==> src/rtl/sat_pkg.sv <==
package sat_pkg;
    typedef enum logic [1:0] {
        OP_ADD  = 2'd0,
        OP_SUB  = 2'd1,
        OP_DADD = 2'd2,
        OP_DSUB = 2'd3
    } sat_op_e;
endpackage

==> src/rtl/sat_doubler.sv <==
module sat_doubler #(
    parameter int W = 32
) (
    input  logic         clk,
    input  logic         rst_n,
    input  logic [W-1:0] val_i,
    output logic [W-1:0] dbl_o,
    output logic         sat_o
);
    localparam logic [W-1:0] MAXV = {1'b0, {(W-1){1'b1}}};
    localparam logic [W-1:0] MINV = {1'b1, {(W-1){1'b0}}};

    always_comb begin
        sat_o = val_i[W-1] ^ val_i[W-2];
        if (sat_o)
            dbl_o = val_i[W-1] ? MINV : MAXV;
        else
            dbl_o = {val_i[W-2:0], 1'b0};
    end

    // a clamped doubling lands on the limit that matches the operand's sign
    assert_dbl_limit_R5: assert property (@(posedge clk) disable iff (!rst_n)
        sat_o |-> (dbl_o == (val_i[W-1] ? MINV : MAXV)));
    // an unclamped doubling keeps the operand's sign
    assert_dbl_sign_R5: assert property (@(posedge clk) disable iff (!rst_n)
        !sat_o |-> (dbl_o[W-1] == val_i[W-1]));
endmodule

==> src/rtl/sat_addsub.sv <==
module sat_addsub #(
    parameter int W = 32
) (
    input  logic         clk,
    input  logic         rst_n,
    input  logic [W-1:0] a_i,
    input  logic [W-1:0] b_i,
    input  logic         sub_i,
    output logic [W-1:0] res_o,
    output logic         sat_o
);
    localparam logic [W-1:0] MAXV = {1'b0, {(W-1){1'b1}}};
    localparam logic [W-1:0] MINV = {1'b1, {(W-1){1'b0}}};

    logic [W-1:0] b_eff;
    logic [W-1:0] wrapped;

    always_comb begin
        b_eff   = sub_i ? ~b_i : b_i;
        wrapped = a_i + b_eff + {{(W-1){1'b0}}, sub_i};
        sat_o   = (a_i[W-1] == b_eff[W-1]) && (wrapped[W-1] != a_i[W-1]);
        if (sat_o)
            res_o = wrapped[W-1] ? MAXV : MINV;
        else
            res_o = wrapped;
    end

    // a clamp always lands on one of the two limits
    assert_clamp_limit_R4: assert property (@(posedge clk) disable iff (!rst_n)
        sat_o |-> (res_o == MAXV || res_o == MINV));
    // overflow can only go in the direction of the first operand's sign
    assert_clamp_dir_R4: assert property (@(posedge clk) disable iff (!rst_n)
        sat_o |-> (res_o[W-1] == a_i[W-1]));
endmodule

==> src/rtl/sat_alu.sv <==
module sat_alu #(
    parameter int W       = 32,
    parameter bit OUT_REG = 1'b1
) (
    input  logic         clk,
    input  logic         rst_n,
    input  logic [W-1:0] op_a,
    input  logic [W-1:0] op_b,
    input  logic [1:0]   op_sel,
    output logic [W-1:0] result,
    output logic         q_set
);
    import sat_pkg::*;

    sat_op_e      op;
    logic         use_dbl;
    logic         use_sub;
    logic [W-1:0] dbl_val;
    logic         dbl_sat;
    logic [W-1:0] rhs;
    logic [W-1:0] fin_val;
    logic         fin_sat;
    logic         q_next;

    always_comb begin
        op      = sat_op_e'(op_sel);
        use_dbl = (op == OP_DADD) || (op == OP_DSUB);
        use_sub = (op == OP_SUB)  || (op == OP_DSUB);
        rhs     = use_dbl ? dbl_val : op_b;
        q_next  = (use_dbl && dbl_sat) || fin_sat;
    end

    sat_doubler #(.W(W)) u_dbl (
        .clk(clk), .rst_n(rst_n), .val_i(op_b), .dbl_o(dbl_val), .sat_o(dbl_sat)
    );

    sat_addsub #(.W(W)) u_fin (
        .clk(clk), .rst_n(rst_n), .a_i(op_a), .b_i(rhs), .sub_i(use_sub),
        .res_o(fin_val), .sat_o(fin_sat)
    );

    generate
        if (OUT_REG) begin : g_reg
            logic [W-1:0] res_q;
            logic         q_q;
            logic         primed;

            always_ff @(posedge clk) begin
                if (!rst_n) begin
                    res_q  <= '0;
                    q_q    <= 1'b0;
                    primed <= 1'b0;
                end else begin
                    res_q  <= fin_val;
                    q_q    <= q_next;
                    primed <= 1'b1;
                end
            end

            assign result = res_q;
            assign q_set  = q_q;

            // registered outputs follow the previous cycle's arithmetic
            assert_reg_lag_R7: assert property (@(posedge clk) disable iff (!rst_n)
                primed |-> (q_set == $past(q_next) && result == $past(fin_val)));
            // a saturated doubling stage alone still raises the strobe
            assert_dbl_strobe_R6: assert property (@(posedge clk) disable iff (!rst_n)
                (use_dbl && dbl_sat) |=> q_set);
        end else begin : g_comb
            assign result = fin_val;
            assign q_set  = q_next;
        end
    endgenerate
endmodule

==> config.mk <==
export PLATFORM = sky130hd
export DESIGN_NAME = sat_alu
export DESIGN_NICKNAME = d
export VERILOG_FILES = /design/src/rtl/sat_pkg.sv /design/src/rtl/sat_doubler.sv /design/src/rtl/sat_addsub.sv /design/src/rtl/sat_alu.sv
export SDC_FILE = /design/constraint.sdc
export NUM_CORES = 1
export LEC_CHECK = 0
export BUFFER_PORTS_ARGS = -buffer_cell sky130_fd_sc_hd__buf_2
export CELL_PAD_IN_SITES_DETAIL_PLACEMENT = 0
export CELL_PAD_IN_SITES_GLOBAL_PLACEMENT = 1
export CORE_UTILIZATION = 38
export DETAILED_ROUTE_END_ITERATION = 6
export PLACE_DENSITY = 0.91
export SYNTH_ARGS = -nofsm -noshare
export SYNTH_HDL_FRONTEND = slang
export SYNTH_SLANG_ARGS = --single-unit
==> constraint.sdc <==
create_clock -name clk -period 5.38 [get_ports clk]
set_input_delay 1.076 -clock clk [delete_from_list [all_inputs] [get_ports clk]]
set_output_delay 1.076 -clock clk [all_outputs]
set_load 0.02 [all_outputs]
==> metrics, run 1 <==
ratio of routed vias to standard cells 5.28; synthesized instance count roughly 460; clock tree from TritonCTS built; cells along the critical path buf_2 -> inv_1 -> ha_1 -> nor2_1 -> buf_4 -> a21oi_1 -> a21oi_1 -> xor2_1 -> ha_1 -> nand3_1 -> nor2_1 -> nand4_1 -> a211oi_1 -> nor3_1 -> or2_1 -> a211oi_1 -> o21ai_1; Hold Crit Class input pin to flip-flop; Final Hold Fails 0; number of buffers inserted by post-CTS setup repair 0; area of all placed cells without fillers just over 0.004 mm²; Detail Placement HPWL 7.89 mm; post-route setup TNS 0 ns; dominant register cell in the synthesized netlist sky130_fd_sc_hd__dfxtp_1; initial cell density of the core 0.396; fraction of layout instances using a drive strength above 1 0.245; post-layout min period approximately 4.5 ns; proportion of synthesized area in mux cells 0.0136; Async S/R FF share, synth 0; Cell variety after synth 57; startpoint type of the worst setup path input pin; net switching power of the design between 0.0005 and 0.0006 W; maximum clock rate 220 MHz; failing checks design-rule violations; data required time of the worst path 5.54 ns; pin count of the biggest net entering global routing 36; Clock power frac 0.136; CP bufs+invs 3; net count of the finished layout 650; critical path type input pin to flip-flop; DR iter-0 viols 111; synthesis-to-layout area growth 18.0%; fraction of synthesized cell area taken by the top area cell type 0.190; Congestion Overflow GR 0; CTS H-tree lvls 2; Max stage delay on crit path 0.49 ns; Port Buffer Count 100; vias after detailed routing 3,466; total cell area at the placement stage 0.00403 mm²; maximum capacitance violations 0; post-layout util 0.467; power density over the cells 312 mW/mm²; Setup WS pre-CTS ~0.6 ns; net count after synthesis 567; CTS Sinks 33; VDD IR-drop max 101 µV; Post-Synth Adder-Cell Area 0.131; diode insertion count for antenna repair 0; area fraction in compound gates after synthesis 0.324; top cells by area in the synthesized netlist sky130_fd_sc_hd__dfxtp_1, sky130_fd_sc_hd__a21oi_1, sky130_fd_sc_hd__ha_1; GPL Wtd Cong 0.902; wire length of the first global-routing pass ~15 mm; root cell of the clock tree sky130_fd_sc_hd__clkbuf_8; combined area of the multi-input logic cells roughly 0.0026 mm²; vias in the first global route 3,191; leakage power summed over all cells 1.90 nW; maximum buffer depth of the clock tree 2; post-cts gate resize count 0; Die Outline Area 0.00956 mm²; hold buffer count at cts 0; DRC violations left 12; clock-pin slew reported for the worst setup and hold paths after clock tree synthesis 0.07 ns; FF+latch count, synth 33; GRT Resource Usage Total 0.199; Max Fanout on Critical Path 30; measured slew at the worst slew-check pin 0.843 ns; relative contribution of combinational cells to total power 0.612; setup repair after global routing missed its margin no; fill cell total of the finished layout 910; synthesized-area fraction occupied by xor and xnor cells 0.148; final setup violation count 0; x dimension of the die 97.8 µm; io pins roughly 100; antenna violations before repair 0; internal power component around 0.00070 W; number of enable-type register cells in the synthesized netlist 0; Worst Setup End Kind flip-flop; flip-flop and latch area roughly 660 µm²; critical path data arrival time 4.70 ns; worst hold path startpoint rst_n; Antenna Violating Nets Remaining 0; max_slew headroom 0.438; average cell area after synthesis 7.51 µm²; Synth Warn # 0; simple-gate share of the synthesized area 0.141; number of buffers created by CTS 5; final worst path period share 0.844; switching power share of the total 0.457; Top Family by Delay on Critical Path simple AND/OR/NAND/NOR gates; slack of the critical path 0.839 ns; fin. max-slew vios 0; run status complete, but fails checks; routed wirelength normalized by instance count between 10 and 15 µm; WL final 9.51 mm; Die Y-Extent 97.8 µm; worst setup path startpoint op_b[30]; placeable core region ~0.0088 mm²; biggest area consumer among synthesized cells sky130_fd_sc_hd__dfxtp_1; number of core rows 34; Slowest-stage cell, CP sky130_fd_sc_hd__a211oi_1; register area share after synthesis 0.190; largest family of logic cells by synthesized area compound AO/OA/AOI/OAI gates; fraction of power consumed by sequential logic 0.252; Post-Synthesis Cell Area 0.00349 mm²; total iterations of the first detailed-routing run 6
layer usage:
metal,vias up,part of all wire,global-route usage
met5,-,0,0
met4,0,0.016,0.0559
met3,11,0.047,0.0200
met2,100,0.43,0.312
met1,1519,0.51,0.290
li1,1836,-,-
path summary, 6_finish.rpt:
path / to / slack [ns] / cells past startpoint
max: result[28] / 0.84 / 17
min: result[31] / 1.09 / 2
cell families (layout without fill, tap and decap cells):
group           count (synthesis)  count (layout)
compound gates                188             188
xor+xnor                       59              59
fa+ha+maj                      36              36
buf+inv                        41             125
flops                          33              33
mux                             3               3
simple gates                  104             104
layout make-up:
type                       count  share of cell area
multi-input combinational    390               0.642
sequential                    33               0.161
timing repair buffer         105               0.134
tap                          108              0.0328
clock buffer                   6              0.0176
inverter                      12              0.0109
clock inverter                 2             0.00243
per-stage QoR:
step | hold slack [ns] | instances | power (W)
2_1_floorplan | 1.20 | 464 | 0.000906
3_5_place_dp | 1.40 | 648 | 0.00111
4_1_cts | 1.10 | 656 | 0.00129
6_report | 1.09 | 656 | 0.00129
5_1_grt | 1.09 | 656 | 0.00139
3_3_place_gp | 1.40 | 648 | 0.00111
state kept, by name, indices dropped and copies added (netlist names):
signal	count
result	32
q_set	1
layout by cell type, fill, tap and decap left out, types with 6 or more instances in the layout:
cell type,count
sky130_fd_sc_hd__inv_1,12
sky130_fd_sc_hd__a21oi_1,94
sky130_fd_sc_hd__xor2_1,47
sky130_fd_sc_hd__nor2_1,44
sky130_fd_sc_hd__buf_2,100
sky130_fd_sc_hd__o21ai_0,13
sky130_fd_sc_hd__a31oi_1,6
sky130_fd_sc_hd__dfxtp_1,33
sky130_fd_sc_hd__nand3_1,8
sky130_fd_sc_hd__xnor2_1,12
sky130_fd_sc_hd__nand2_1,23
sky130_fd_sc_hd__a211oi_1,6
sky130_fd_sc_hd__o21ai_2,11
sky130_fd_sc_hd__o21ai_1,27
sky130_fd_sc_hd__ha_1,34
sky130_fd_sc_hd__a21o_1,8
cell usage after synthesis (all sizes together), types with 2 or more instances:
library cell and count:
a211oi 6, nand2 24, or2 4, xnor2 12, and3 2, nor4 2
and2 3, nor2b 3, o211ai 4, a21o 8, ha 34, clkbuf 18
a21boi 2, inv 12, o21bai 5, a21oi 94, xor2 47, a41oi 2
dfxtp 33, o21ai 52, mux2i 2, nor2 44, buf 11, nor3 5
or3 2, nand3 8, a31oi 6, nand4 3
power by group through the flow:
stage               clock network [W]  logic (W)  registers (W)
floorplan                           0   0.000489       0.000417
global placement                    0   0.000776       0.000330
detailed placement                  0   0.000781       0.000331
CTS                          0.000179   0.000784       0.000325
global route                 0.000192   0.000862       0.000331
finish                       0.000174   0.000787       0.000324
No activity file was read; power rests on OpenSTA's default activity.
==> run 2, diff against run 1 <==
==> constraint.sdc (replaced) <==
create_clock -name clk -period 4.5 [get_ports clk]
set_input_delay 0.9 -clock clk [delete_from_list [all_inputs] [get_ports clk]]
set_output_delay 0.9 -clock clk [all_outputs]
set_load 0.02 [all_outputs]
==> metrics, run 2 (synthesis results as in run 1) <==
run status complete, but fails checks; failing checks design-rule violations; Final Hold Fails 0 (unchanged); number of core rows 34 (unchanged); vias in the first global route 3,373 (+5.7%); routed wirelength normalized by instance count 14.2 µm (-2.3%); critical path data arrival time 4.25 ns (-0.45 ns); cells along the critical path buf_2 -> inv_1 -> ha_1 -> nor2_1 -> buf_12 -> a21oi_1 -> a21oi_1 -> xor2_1 -> ha_1 -> a21oi_1 -> o21ai_0 -> a211oi_1 -> o21ai_1 -> a41oi_4 -> o211ai_2 -> nand2_1 -> buf_12 -> o21ai_1; Hold Crit Class input pin to flip-flop; flip-flop count of the largest register after layout 32 (unchanged); Port Buffer Count 100 (unchanged); most frequent standard cell in the layout excluding fill and tap cells sky130_fd_sc_hd__buf_2; net count of the finished layout 660 (+1.5%); Max stage delay on crit path 0.34 ns (-0.15 ns); Die Y-Extent 97.8 µm (unchanged); x dimension of the die 97.8 µm (unchanged); Clock power frac 0.139 (+0.003); total iterations of the first detailed-routing run 7 (+1); commonest cells after routing, fill and taps aside sky130_fd_sc_hd__buf_2, sky130_fd_sc_hd__a21oi_1, sky130_fd_sc_hd__xor2_1; Slowest-stage cell, CP sky130_fd_sc_hd__ha_1; CTS H-tree lvls 2 (unchanged); wire length of the first global-routing pass 15.6 mm (+1.0%); post-layout min period approximately 4.1 ns; DRC violations left 12 (unchanged); fraction of power consumed by sequential logic 0.246 (-0.006); Detail Placement HPWL 7.93 mm (+0.62%); max_slew headroom 0.603 (+0.166); Max Fanout on Critical Path 31 (+3.3%); data required time of the worst path 4.66 ns (-0.88 ns); leakage power summed over all cells 1.97 nW (+3.4%); pin count of the biggest net entering global routing 32 (-11%); number of buffers created by CTS 5 (unchanged); setup repair after global routing missed its margin no; Worst Setup End Kind flip-flop; clock tree from TritonCTS built; Setup WS pre-CTS 0.0395 ns (-0.568 ns); maximum buffer depth of the clock tree 2 (unchanged); relative contribution of combinational cells to total power 0.615 (+0.003); placeable core region 0.00881 mm² (unchanged); vias after detailed routing 3,563 (+2.8%); net switching power of the design 0.000703 W (+20%); internal power component 0.000869 W (+24%); initial cell density of the core 0.396 (unchanged); final worst path period share 0.911; non-filler instance count after layout 665 (+1.4%); post-layout util 0.482 (+0.0149); diode insertion count for antenna repair 0 (unchanged); final setup violation count 0 (unchanged); DR iter-0 viols 217 (+95%); clock-pin slew reported for the worst setup and hold paths after clock tree synthesis 0.06 ns (about the same); Top Family by Delay on Critical Path compound AO/OA/AOI/OAI gates; post-route setup TNS 0 ns (unchanged); GPL Wtd Cong 0.962 (+6.7%); CTS Sinks 33 (unchanged); WHS 0.888 ns (-0.207 ns); hold buffer count at cts 0 (unchanged); cell count after placement 658 (+1.5%); startpoint type of the worst setup path input pin; measured slew at the worst slew-check pin 0.595 ns (-0.248 ns); VDD IR-drop max 115 µV (+14%); slack of the critical path 0.402 ns (-0.437 ns); ratio of routed vias to standard cells 5.36 (+1.4%); power density over the cells 370 mW/mm² (+19%); io pins 101 (unchanged); maximum clock rate 244 MHz; synthesis-to-layout area growth 21.8%; Die Outline Area 0.00956 mm² (unchanged); fraction of layout instances using a drive strength above 1 0.262 (+0.0176); antenna violations before repair 0 (unchanged); Antenna Violating Nets Remaining 0 (unchanged); WL final 9.41 mm (-1.0%); CP bufs+invs 4 (+1); fin. max-slew vios 0 (unchanged); Congestion Overflow GR 0 (unchanged); switching power share of the total 0.447 (-0.00947); maximum capacitance violations 0 (unchanged); critical path type input pin to flip-flop; root cell of the clock tree sky130_fd_sc_hd__clkbuf_8; Most common cell on crit path sky130_fd_sc_hd__a21oi_1; GRT Resource Usage Total 0.200 (+0.000853)
-- run 2: area by class of cell --
cell class	instances	area, µm²
Inverter	12	45.0
Tap cell	108	135
Fill cell	884	4560
Multi-Input combinational cell	390	2650
Sequential cell	33	661
Clock inverter	1	7.51
Clock buffer	6	82.6
Timing Repair Buffer	115	663
-- run 2: worst paths after layout --
path	start	endpoint	depth (start not counted)
max	op_b[30]	result[6]	18
min	rst_n	result[31]	2
-- run 2: repair_timing --
action | 4_1_cts | 5_1_grt
setup endpoints to repair | 0 | 1
gates resized for setup | 0 | 2
setup buffers | 0 | 0
-- run 2: per-layer routing --
layer	GRT usage	part of all wire
met5	0	0
met4	0.0828	0.035
met3	0.0165	0.049
met2	0.321	0.43
met1	0.277	0.48
-- run 2: power groups by stage --
stage,clock network (W),logic (W),registers (W)
floorplan,0,0.000585,0.000499
global placement,0,0.000940,0.000392
detailed placement,0,0.000957,0.000395
CTS,0.000225,0.000960,0.000388
global route,0.000241,0.00106,0.000395
finish,0.000219,0.000967,0.000386
-- run 2: per-stage QoR --
stage          cell area (µm²)  power [W]
6_report                  4250    0.00157
5_1_grt                   4250    0.00170
4_1_cts                   4230    0.00157
3_5_place_dp              4140    0.00135
3_3_place_gp              4140    0.00133
2_1_floorplan             3490    0.00108
